--- config.mk ---
export PLATFORM = sky130hd
export DESIGN_NAME = mmc_status_bank
export DESIGN_NICKNAME = d
export VERILOG_FILES = /design/src/rtl/mmc_sb_pkg.sv /design/src/rtl/mmc_sb_decode.sv /design/src/rtl/mmc_sb_status.sv /design/src/rtl/mmc_sb_irq.sv /design/src/rtl/mmc_status_bank.sv
export SDC_FILE = /design/constraint.sdc
export NUM_CORES = 1
export LEC_CHECK = 0
export BUFFER_PORTS_ARGS = -buffer_cell sky130_fd_sc_hd__buf_4
export CAP_MARGIN = 25
export CORE_MARGIN = 4
export CORE_UTILIZATION = 50
export CTS_CLUSTER_SIZE = 12
export DETAILED_ROUTE_END_ITERATION = 8
export GPL_TIMING_DRIVEN = 1
export PLACE_DENSITY_LB_ADDON = 0.25
export REMOVE_ABC_BUFFERS = 1
export SETUP_SLACK_MARGIN = 0.05
export SYNTH_ARGS = -nofsm -noshare
export SYNTH_HDL_FRONTEND = slang
export SYNTH_HIERARCHICAL = 1
export SYNTH_SLANG_ARGS = --single-unit
--- constraint.sdc ---
create_clock -name clk -period 3.3 [get_ports clk]
set_clock_uncertainty 0.2 [all_clocks]
set_input_delay 0 -clock clk [delete_from_list [all_inputs] [get_ports clk]]
set_output_delay 0 -clock clk [all_outputs]
set_load 0.05 [all_outputs]
--- src/rtl/mmc_sb_pkg.sv ---
package mmc_sb_pkg;

    // Register selected by a bus address.
    typedef enum logic [2:0] {
        RS_NONE,
        RS_STATUS,
        RS_CLEAR,
        RS_MASK,
        RS_WCOUNT,
        RS_FIFO
    } reg_sel_e;

    localparam int unsigned STATUS_ADDR = 0;
    localparam int unsigned CLEAR_ADDR  = 1;
    localparam int unsigned MASK_BASE   = 2;

endpackage

--- src/rtl/mmc_sb_decode.sv ---
module mmc_sb_decode
    import mmc_sb_pkg::*;
#(
    parameter int unsigned ADDR_W  = 5,
    parameter int unsigned NUM_IRQ = 2,
    parameter int unsigned IDX_W   = 1
) (
    input  logic [ADDR_W-1:0] addr,
    output reg_sel_e          sel,
    output logic [IDX_W-1:0]  mask_idx
);

    localparam int unsigned WCOUNT_ADDR = MASK_BASE + NUM_IRQ;

    int unsigned a;

    always_comb begin
        a        = int'(addr);
        sel      = RS_NONE;
        mask_idx = '0;
        if (addr[ADDR_W-1]) begin
            sel = RS_FIFO;
        end else if (a == STATUS_ADDR) begin
            sel = RS_STATUS;
        end else if (a == CLEAR_ADDR) begin
            sel = RS_CLEAR;
        end else if (a >= MASK_BASE && a < MASK_BASE + NUM_IRQ) begin
            sel      = RS_MASK;
            mask_idx = IDX_W'(a - MASK_BASE);
        end else if (a == WCOUNT_ADDR) begin
            sel = RS_WCOUNT;
        end
    end

endmodule

--- src/rtl/mmc_sb_status.sv ---
module mmc_sb_status #(
    parameter int unsigned EVT_W = 11,
    parameter int unsigned LVL_W = 11
) (
    input  logic                     clk,
    input  logic                     rst_n,
    input  logic [EVT_W-1:0]         evt_set,
    input  logic [LVL_W-1:0]         lvl_in,
    input  logic                     clr_stb,
    input  logic [EVT_W-1:0]         clr_bits,
    output logic [EVT_W+LVL_W-1:0]   status
);

    typedef struct packed {
        logic [LVL_W-1:0] lvl;
        logic [EVT_W-1:0] evt;
    } stat_t;

    stat_t st_d, st_q;

    always_comb begin
        st_d     = st_q;
        // set pulses are OR-ed in after the clear, so a set wins
        st_d.evt = (st_q.evt & ~(clr_stb ? clr_bits : '0)) | evt_set;
        st_d.lvl = lvl_in;
    end

    always_ff @(posedge clk or negedge rst_n) begin
        if (!rst_n) st_q <= '0;
        else        st_q <= st_d;
    end

    assign status = st_q;

    a_r4_set_wins: assert property (@(posedge clk) disable iff (!rst_n)
        (|evt_set) |=> ((st_q.evt & $past(evt_set)) == $past(evt_set)));

    a_r2_sticky: assert property (@(posedge clk) disable iff (!rst_n)
        !clr_stb |=> ((st_q.evt & $past(st_q.evt)) == $past(st_q.evt)));

    a_r3_clear_spares_levels: assert property (@(posedge clk) disable iff (!rst_n)
        clr_stb |=> (st_q.lvl == $past(lvl_in)));

endmodule

--- src/rtl/mmc_sb_irq.sv ---
module mmc_sb_irq #(
    parameter int unsigned NUM_IRQ = 2,
    parameter int unsigned DATA_W  = 32,
    parameter int unsigned STAT_W  = 22,
    parameter int unsigned IDX_W   = 1
) (
    input  logic                      clk,
    input  logic                      rst_n,
    input  logic                      mask_we,
    input  logic [IDX_W-1:0]          mask_idx,
    input  logic [DATA_W-1:0]         wdata,
    input  logic [STAT_W-1:0]         status,
    output logic [NUM_IRQ*DATA_W-1:0] mask_flat,
    output logic [NUM_IRQ-1:0]        irq
);

    typedef struct packed {
        logic [NUM_IRQ-1:0][DATA_W-1:0] mask;
        logic [NUM_IRQ-1:0]             irq;
    } irq_state_t;

    irq_state_t s_d, s_q;
    logic [DATA_W-1:0] stat_ext;

    assign stat_ext = DATA_W'(status);

    always_comb begin
        s_d = s_q;
        if (mask_we) s_d.mask[mask_idx] = wdata;
        for (int i = 0; i < NUM_IRQ; i++) begin
            s_d.irq[i] = |(stat_ext & s_q.mask[i]);
        end
    end

    always_ff @(posedge clk or negedge rst_n) begin
        if (!rst_n) s_q <= '0;
        else        s_q <= s_d;
    end

    assign mask_flat = s_q.mask;
    assign irq       = s_q.irq;

    generate
        for (genvar g = 0; g < NUM_IRQ; g++) begin : g_chk
            a_r5_irq_level: assert property (@(posedge clk) disable iff (!rst_n)
                irq[g] == $past(|(stat_ext & s_q.mask[g])));
        end
    endgenerate

    a_r12_mask_written: assert property (@(posedge clk) disable iff (!rst_n)
        mask_we |=> (s_q.mask[$past(mask_idx)] == $past(wdata)));

endmodule

--- src/rtl/mmc_status_bank.sv ---
module mmc_status_bank
    import mmc_sb_pkg::*;
#(
    parameter int unsigned ADDR_W  = 5,
    parameter int unsigned DATA_W  = 32,
    parameter int unsigned EVT_W   = 11,
    parameter int unsigned LVL_W   = 11,
    parameter int unsigned CNT_W   = 16,
    parameter int unsigned NUM_IRQ = 2
) (
    input  logic               clk,
    input  logic               rst_n,
    input  logic               bus_sel,
    input  logic               bus_wr,
    input  logic [ADDR_W-1:0]  bus_addr,
    input  logic [DATA_W-1:0]  bus_wdata,
    output logic [DATA_W-1:0]  bus_rdata,
    input  logic [EVT_W-1:0]   evt_set,
    input  logic [LVL_W-1:0]   lvl_flags,
    input  logic [CNT_W-1:0]   byte_cnt,
    input  logic               fifo_empty,
    input  logic [DATA_W-1:0]  fifo_rdata,
    output logic               fifo_pop,
    output logic               fifo_push,
    output logic [DATA_W-1:0]  fifo_wdata,
    output logic               refill_hold,
    output logic [NUM_IRQ-1:0] irq
);

    localparam int unsigned STAT_W = EVT_W + LVL_W;
    localparam int unsigned IDX_W  = (NUM_IRQ > 1) ? $clog2(NUM_IRQ) : 1;

    typedef struct packed {
        logic hold;
    } top_state_t;

    reg_sel_e                  sel;
    logic [IDX_W-1:0]          mask_idx;
    logic [STAT_W-1:0]         status;
    logic [NUM_IRQ*DATA_W-1:0] mask_flat;
    logic                      rd_stb, wr_stb;
    logic [CNT_W-2:0]          words_left;
    logic [DATA_W-1:0]         mask_rd;
    top_state_t                t_d, t_q;

    assign rd_stb = bus_sel && !bus_wr;
    assign wr_stb = bus_sel &&  bus_wr;

    mmc_sb_decode #(
        .ADDR_W  (ADDR_W),
        .NUM_IRQ (NUM_IRQ),
        .IDX_W   (IDX_W)
    ) i_decode (
        .addr     (bus_addr),
        .sel      (sel),
        .mask_idx (mask_idx)
    );

    mmc_sb_status #(
        .EVT_W (EVT_W),
        .LVL_W (LVL_W)
    ) i_status (
        .clk      (clk),
        .rst_n    (rst_n),
        .evt_set  (evt_set),
        .lvl_in   (lvl_flags),
        .clr_stb  (wr_stb && sel == RS_CLEAR),
        .clr_bits (bus_wdata[EVT_W-1:0]),
        .status   (status)
    );

    mmc_sb_irq #(
        .NUM_IRQ (NUM_IRQ),
        .DATA_W  (DATA_W),
        .STAT_W  (STAT_W),
        .IDX_W   (IDX_W)
    ) i_irq (
        .clk       (clk),
        .rst_n     (rst_n),
        .mask_we   (wr_stb && sel == RS_MASK),
        .mask_idx  (mask_idx),
        .wdata     (bus_wdata),
        .status    (status),
        .mask_flat (mask_flat),
        .irq       (irq)
    );

    // rounded-up word count: whole words plus one for a partial word
    assign words_left = {1'b0, byte_cnt[CNT_W-1:2]} + (CNT_W-1)'(|byte_cnt[1:0]);

    always_comb begin
        mask_rd = '0;
        for (int i = 0; i < NUM_IRQ; i++) begin
            if (int'(mask_idx) == i) mask_rd = mask_flat[i*DATA_W +: DATA_W];
        end
    end

    assign fifo_pop   = rd_stb && sel == RS_FIFO && !fifo_empty;
    assign fifo_push  = wr_stb && sel == RS_FIFO && byte_cnt != '0;
    assign fifo_wdata = bus_wdata;

    always_comb begin
        bus_rdata = '0;
        if (rd_stb) begin
            unique case (sel)
                RS_STATUS: bus_rdata = DATA_W'(status);
                RS_MASK:   bus_rdata = mask_rd;
                RS_WCOUNT: bus_rdata = DATA_W'(words_left);
                RS_FIFO:   bus_rdata = fifo_empty ? '0 : fifo_rdata;
                default:   bus_rdata = '0;
            endcase
        end
    end

    always_comb begin
        t_d = t_q;
        if (fifo_pop)
            t_d.hold = 1'b1;
        else if (rd_stb && (sel == RS_STATUS || sel == RS_WCOUNT))
            t_d.hold = 1'b0;
    end

    always_ff @(posedge clk or negedge rst_n) begin
        if (!rst_n) t_q <= '0;
        else        t_q <= t_d;
    end

    assign refill_hold = t_q.hold;

    a_r7_pop_sets_hold: assert property (@(posedge clk) disable iff (!rst_n)
        fifo_pop |=> refill_hold);

    a_r8_read_releases_hold: assert property (@(posedge clk) disable iff (!rst_n)
        (rd_stb && (sel == RS_STATUS || sel == RS_WCOUNT)) |=> !refill_hold);

    a_r9_no_pop_when_empty: assert property (@(posedge clk) disable iff (!rst_n)
        fifo_empty |-> !fifo_pop);

    a_r10_no_push_at_zero: assert property (@(posedge clk) disable iff (!rst_n)
        (byte_cnt == '0) |-> !fifo_push);

endmodule

==> reports/metrics.yaml, run 1 <==
placement:
  io_buffers: 180
  dp_hpwl_um: 10980
  globalplace.congestion: 0.8286
  dpl_cell_area_sq_um: 6327
finish:
  antenna_cells: 0
  finalInstanceArea_sq_um: 7249
  finalNetCount: 777
  layout-drive-gt1-share: 0.4566
  syn2layout_area_growth_pct: 43.20
grt:
  overflow: 0
  met2_usage: 0.4545
  grt_pass1_wl_um: 24960
  grt_pass1_vias: 4865
  grt_max_degree: 58
  grt_util_met1: 0.3591
  antenna_found_initial: 0
  grt-busiest-layer: "met2"
  met3_usage: 0.05565
  grt_usage: 0.2730
worst_setup_path:
  arrival_ns: 2.54
  cp.required_ns: 3.10
  r2r_slack_ns: 1.50
  endpoint_kind: "primary output"
  start_kind: "input pin"
  crit_type: "in -> out"
  cp_max_fo: 20
clocking:
  htreeDepth: 3
  clock_sinks: 89
  clk_latency_ns: 0.37
  post_cts_buffers: 0
  clock_path_buffers: 2
  cts_tree: "yes"
  path_clk_slew_ns: 0.09
  clockRootBuffer: "clkbuf_8"
  cts-resized-gates: 0
  cts-buffers-inserted: 9
  ctsHoldBuffers: 70
synth:
  seq_area_frac_synth: 0.4399
  synth_seq_cells: 89
  dominantRegCellSynth: "dfrtp_1"
  syn-cell-area_sq_um: 5062
  postSynth.asyncResetShare: 1.000
  synthCells: 446
  synthAdderAreaFrac: 0.004943
  synth-compound-area-share: 0.1396
  ys_types: 46
  synth_area_leaders: "dfrtp_1 44%, mux2_2 17%, buf_4 4.9%"
  synth_edf_count: 0
  post_synth_and_or_nand_nor_area_fraction: 0.1058
  yosys.area.top_type: "dfrtp_1"
  synthMuxAreaShare: 0.2158
  synthXorXnorAreaFrac: 0.01211
  synth_area_per_cell_sq_um: 11.35
  synth_top_family_by_area: "multiplexers"
  synth.top_cell.area_share: 0.4399
  yosys_warnings: 6
floorplan:
  dieHeight_um: 108.6
  dieWidth_um: 108.6
  ios: 181
  core.rowCount: 36
  core_area_sq_um: 9819
  die_area_sq_um: 11800
  start_util: 0.5155
outcome:
  status: "finished clean"
power:
  irDropWorstVdd_mv: 0.1904
  p_total_uw: 2687
  combPwrFrac: 0.253
  seqPwrFrac: 0.449
  power_frac_clock: 0.298
  p_per_area_nw_per_um2: 370.6
  p_sw_frac: 0.3130
  p_switching_uw: 840.8
  internal_power_uw: 1846
  p_leak_uw: 0.003280
route:
  dr_total_vias: 4651
  vias_per_cell: 5.806
  drc: 0
  wl_per_cell_um: 20.00
  drt-initial-drc-count: 422
  wl_um: 16020
  dr.pass1.iters: 5
  postRouteAntennaNets: 0
timing:
  hold_violations: 0
  rsz0062_at_grt: "no"
  slew_headroom: 0.3715
  max_freq_mhz: 365.0
  setup_viol: 0
  setup_tns_ns: 0
  min_period_ns: 2.740
  worst_pin_slew_ns: 0.9408
  slew_violations: 0
  timing.final.crit_share: 0.8303
job:
  maxCapViolations: 0
worst_hold_path:
  hold_class: "in -> reg"
layer usage:
layer | vias to the layer above | routed length [um]
met4 | 0 | 251
met2 | 262 | 7702
met3 | 26 | 1690
li1 | 2093 | -
met5 | - | 0
met1 | 2270 | 6376
worst paths after layout:
check                                                   to                         start  cells after the start
setup / recovery                             bus_rdata[10]                   bus_addr[2]                      6
hold / removal                     refill_hold$_DFFE_PN0P_                       bus_sel                      4
setup reg to reg                    i_irq/irq[0]$_DFF_PN0_  i_status/status[1]$_DFF_PN0_                      4
hold reg to reg                    refill_hold$_DFFE_PN0P_       refill_hold$_DFFE_PN0P_                      1
max in group asynchronous  i_irq/mask_flat[39]$_DFFE_PN0P_                         rst_n                      4
min in group asynchronous  i_irq/mask_flat[16]$_DFFE_PN0P_                         rst_n                      4
registers in the layout (all words and copies together), names as in the netlist:
name	flops
i_irq/mask_flat	64
i_status/status	22
i_irq/irq	2
refill_hold	1
cells in the final DEF, fill, tap and decap left out, types with 2 or more instances in the layout:
master	instances
a21o_1	13
a22o_1	8
nor3_1	4
o22ai_1	4
inv_1	4
a21oi_1	17
a221oi_1	10
nand4_1	4
mux2_4	7
o31a_2	2
nor2_1	32
a22oi_1	6
a222oi_1	20
buf_12	2
ha_1	2
dlygate4sd3_1	69
and4_1	3
xnor2_1	7
mux2i_1	12
or4_1	4
clkbuf_8	9
dfrtp_1	89
nand3_1	5
nand2_1	21
o21ai_0	3
o211ai_1	3
nor2b_1	4
nor4_1	7
nand4_4	2
nand3b_1	2
inv_6	2
mux2_2	77
a31oi_1	4
buf_4	190
cell usage after synthesis, types with 2 or more instances:
cell type / instances
a21o_1: 13
a21oi_1: 17
a221oi_1: 10
a222oi_1: 20
a22o_1: 8
a22oi_1: 6
a31oi_1: 4
and4_1: 3
buf_2: 7
buf_4: 33
buf_6: 6
clkbuf_1: 8
dfrtp_1: 89
ha_1: 2
inv_1: 4
mux2_2: 77
mux2_4: 7
mux2i_1: 12
nand2_1: 21
nand3_1: 5
nand3b_1: 2
nand4_1: 4
nand4_4: 2
nor2_1: 33
nor2b_1: 6
nor3_1: 4
nor4_1: 7
o211ai_1: 3
o21ai_0: 3
o22ai_1: 4
o31a_2: 2
or4_1: 4
xnor2_1: 7
through the flow:
step                hold WS (ns)  cells  utilization  worst slack, ns
floorplan                -0.4956    390            -          -0.2562
global placement        -0.08990    714       0.6416           0.6694
detailed placement       -0.2132    715       0.6444           0.6130
CTS                      0.04637    801       0.7383           0.6257
global route             0.07141    801       0.7383           0.3640
finish                   0.05780    801       0.7383           0.5602
critical path, cell delays in order:
cell and delay [ns]:
buf_4 0.12, nor4_1 0.74, and3b_1 0.89, a222oi_1 0.33, o22ai_1 0.23, buf_4 0.23
layout make-up:
| type | instances | area, sq um |
|---|---|---|
| fillers | 699 | 2570 |
| multi-input cells | 297 | 2445 |
| flip-flops and latches | 89 | 2227 |
| repair buffers | 262 | 2185 |
| well taps | 133 | 166.4 |
| clock buffers | 9 | 123.9 |
| clock inverters | 7 | 87.58 |
| inverters | 4 | 15.01 |
cell families (layout without fill, tap and decap cells):
family          after synthesis  after routing
xor+xnor                      7              7
compound gates               92             92
flops                        89             89
buf+inv                      60            282
mux                          96             96
fa+ha+maj                     2              2
simple gates                100            100
power by group through the flow:
stage	sequential (uW)	combinational, uW	clock (uW)
3_3_place_gp	1220	603	0
2_1_floorplan	1230	239	0
5_1_grt	1210	721	856
4_1_cts	1200	676	807
3_5_place_dp	1230	616	0
6_report	1210	681	801
Note: power is estimated with default switching activity, not from simulation.
==> run 2: changes to the inputs <==
- CORE_UTILIZATION: 50 -> 46
- clock period: 3.3 -> 2.4 ns (I/O delays scaled with it)
==> reports/metrics.yaml, run 2 (synthesis results as in run 1) <==
outcome:
  status: "complete, but fails checks"
  violations: "hold timing"
placement:
  io_buffers: 180
  globalplace.congestion: 0.8986
  post-place-ws_ns: 0.2604
  dp_hpwl_um: 11230
grt:
  overflow: 0
  grt_usage: 0.2513
  grt_pass1_wl_um: 25460
  grt_pass1_vias: 4819
  grt_max_degree: 47
  antenna_found_initial: 0
route:
  wl_per_cell_um: 19.88
  vias_per_cell: 5.719
  wl_um: 16100
  postRouteAntennaNets: 0
  drc: 0
  drt-initial-drc-count: 439
  dr.pass1.iters: 7
  dr_total_vias: 4632
worst_setup_path:
  cp-endpoint: "bus_rdata[5]"
  cp.required_ns: 2.20
  cp_max_fo: 7
  rr_startpoint: "i_status/status[1]$_DFF_PN0_"
  crit_start: "bus_addr[1]"
  r2r_slack_ns: 0.62
  crit_type: "in -> out"
  reg2regPathDepth: 4
  r2r_end: "i_irq/irq[0]$_DFF_PN0_"
  start_kind: "input pin"
  arrival_ns: 1.98
  endpoint_kind: "primary output"
power:
  irDropWorstVdd_mv: 0.2944
  p_leak_uw: 0.003282
  p_per_area_nw_per_um2: 494.7
timing:
  setup_slack_ns: 0.2209
  setup_viol: 0
  slew_violations: 0
  worst_pin_slew_ns: 0.6006
  timing.final.crit_share: 0.9080
  holdWs_ns: -0.01416
  slew_headroom: 0.5996
  rsz0062_at_grt: "no"
  hold_violations: 9
  min_period_ns: 2.179
  max_freq_mhz: 458.9
clocking:
  htreeDepth: 3
  cts_tree: "yes"
  clk_latency_ns: 0.36
  clockRootBuffer: "clkbuf_8"
  cts-buffers-inserted: 9
  clock_sinks: 89
  clock_path_buffers: 2
  path_clk_slew_ns: 0.08
  cts-resized-gates: 0
floorplan:
  core_area_sq_um: 10790
  core.rowCount: 38
  dieWidth_um: 112.9
  dieHeight_um: 112.9
  ios: 181
  die_area_sq_um: 12750
  start_util: 0.4690
worst_hold_path:
  hold_class: "in -> async"
finish:
  fin_util: 0.6729
  largest_reg_flops: 64
  antenna_cells: 0
  layout-drive-gt1-share: 0.4582
  finalNetCount: 781
  layout_commonest_cell: "buf_4"
  syn2layout_area_growth_pct: 43.45
  mostFrequentLayoutCells: "194 x buf_4, 89 x dfrtp_1, 77 x mux2_2"
job:
  maxCapViolations: 0
==> run 2: what timing repair did <==
action	CTS	global route
endpoints found under the setup margin	0	0
setup buffers	0	0
endpoints found under the hold margin	176	0
hold buffers	68	0
==> run 2: per-layer routing <==
layer  track usage  share of wire  vias up  wire length [um]
li1              -              -     2092                 -
met1        0.3221           0.41     2274              6555
met2        0.4273           0.49      248              7924
met3       0.05615          0.086       18              1386
met4       0.07372          0.015        0               234
met5             0              0        -                 0
==> run 2: area by class of cell <==
cell class	instances	area (sq um)
multi-input combinational	297	2445
sequential	89	2227
fill	819	3531
inverter	4	15.01
timing repair buffer	266	2217
tap	140	175.2
clock buffer	10	127.6
clock inverter	4	55.05
==> run 2: how the worst min path moves through the flow <==
| stage | from | end | slack, ns | depth (start not counted) |
|---|---|---|---|---|
| global route | rst_n | i_irq/mask_flat[34]$_DFFE_PN0P_ | 0.04 | 2 |
| CTS | rst_n | i_status/status[3]$_DFF_PN0_ | 0.005 | 2 |
| detailed placement | rst_n | i_irq/mask_flat[43]$_DFFE_PN0P_ | -0.16 | 1 |
| floorplan | rst_n | i_irq/irq[0]$_DFF_PN0_ | -0.50 | 0 |
| finish | rst_n | i_irq/mask_flat[43]$_DFFE_PN0P_ | -0.01 | 2 |
| global placement | rst_n | i_irq/mask_flat[34]$_DFFE_PN0P_ | -0.16 | 1 |
==> run 2: critical path: stages <==
cell and delay [ns]:
buf_4 0.11, nand2b_1 0.13, a21o_1 0.26, or3b_1 0.46, or4_1 0.51, a31oi_1 0.26, buf_4 0.25
==> run 2: power by group <==
part / total (uW) / switching, uW / internal (uW)
combinational: 929 / 482 / 447
sequential: 1660 / 70.0 / 1590
clock: 1000 / 528 / 476
==> run 2: stage by stage <==
stage                     std cells  power, uW  area, sq um  setup TNS, ns
after global routing            810       3742         7262              0
final                           810       3593         7262              0
after CTS                       810       3615         7262              0
after detailed placement        728       2540         6399              0
after global placement          728       2522         6399              0
after floorplan                 390       2024         4663         -59.30
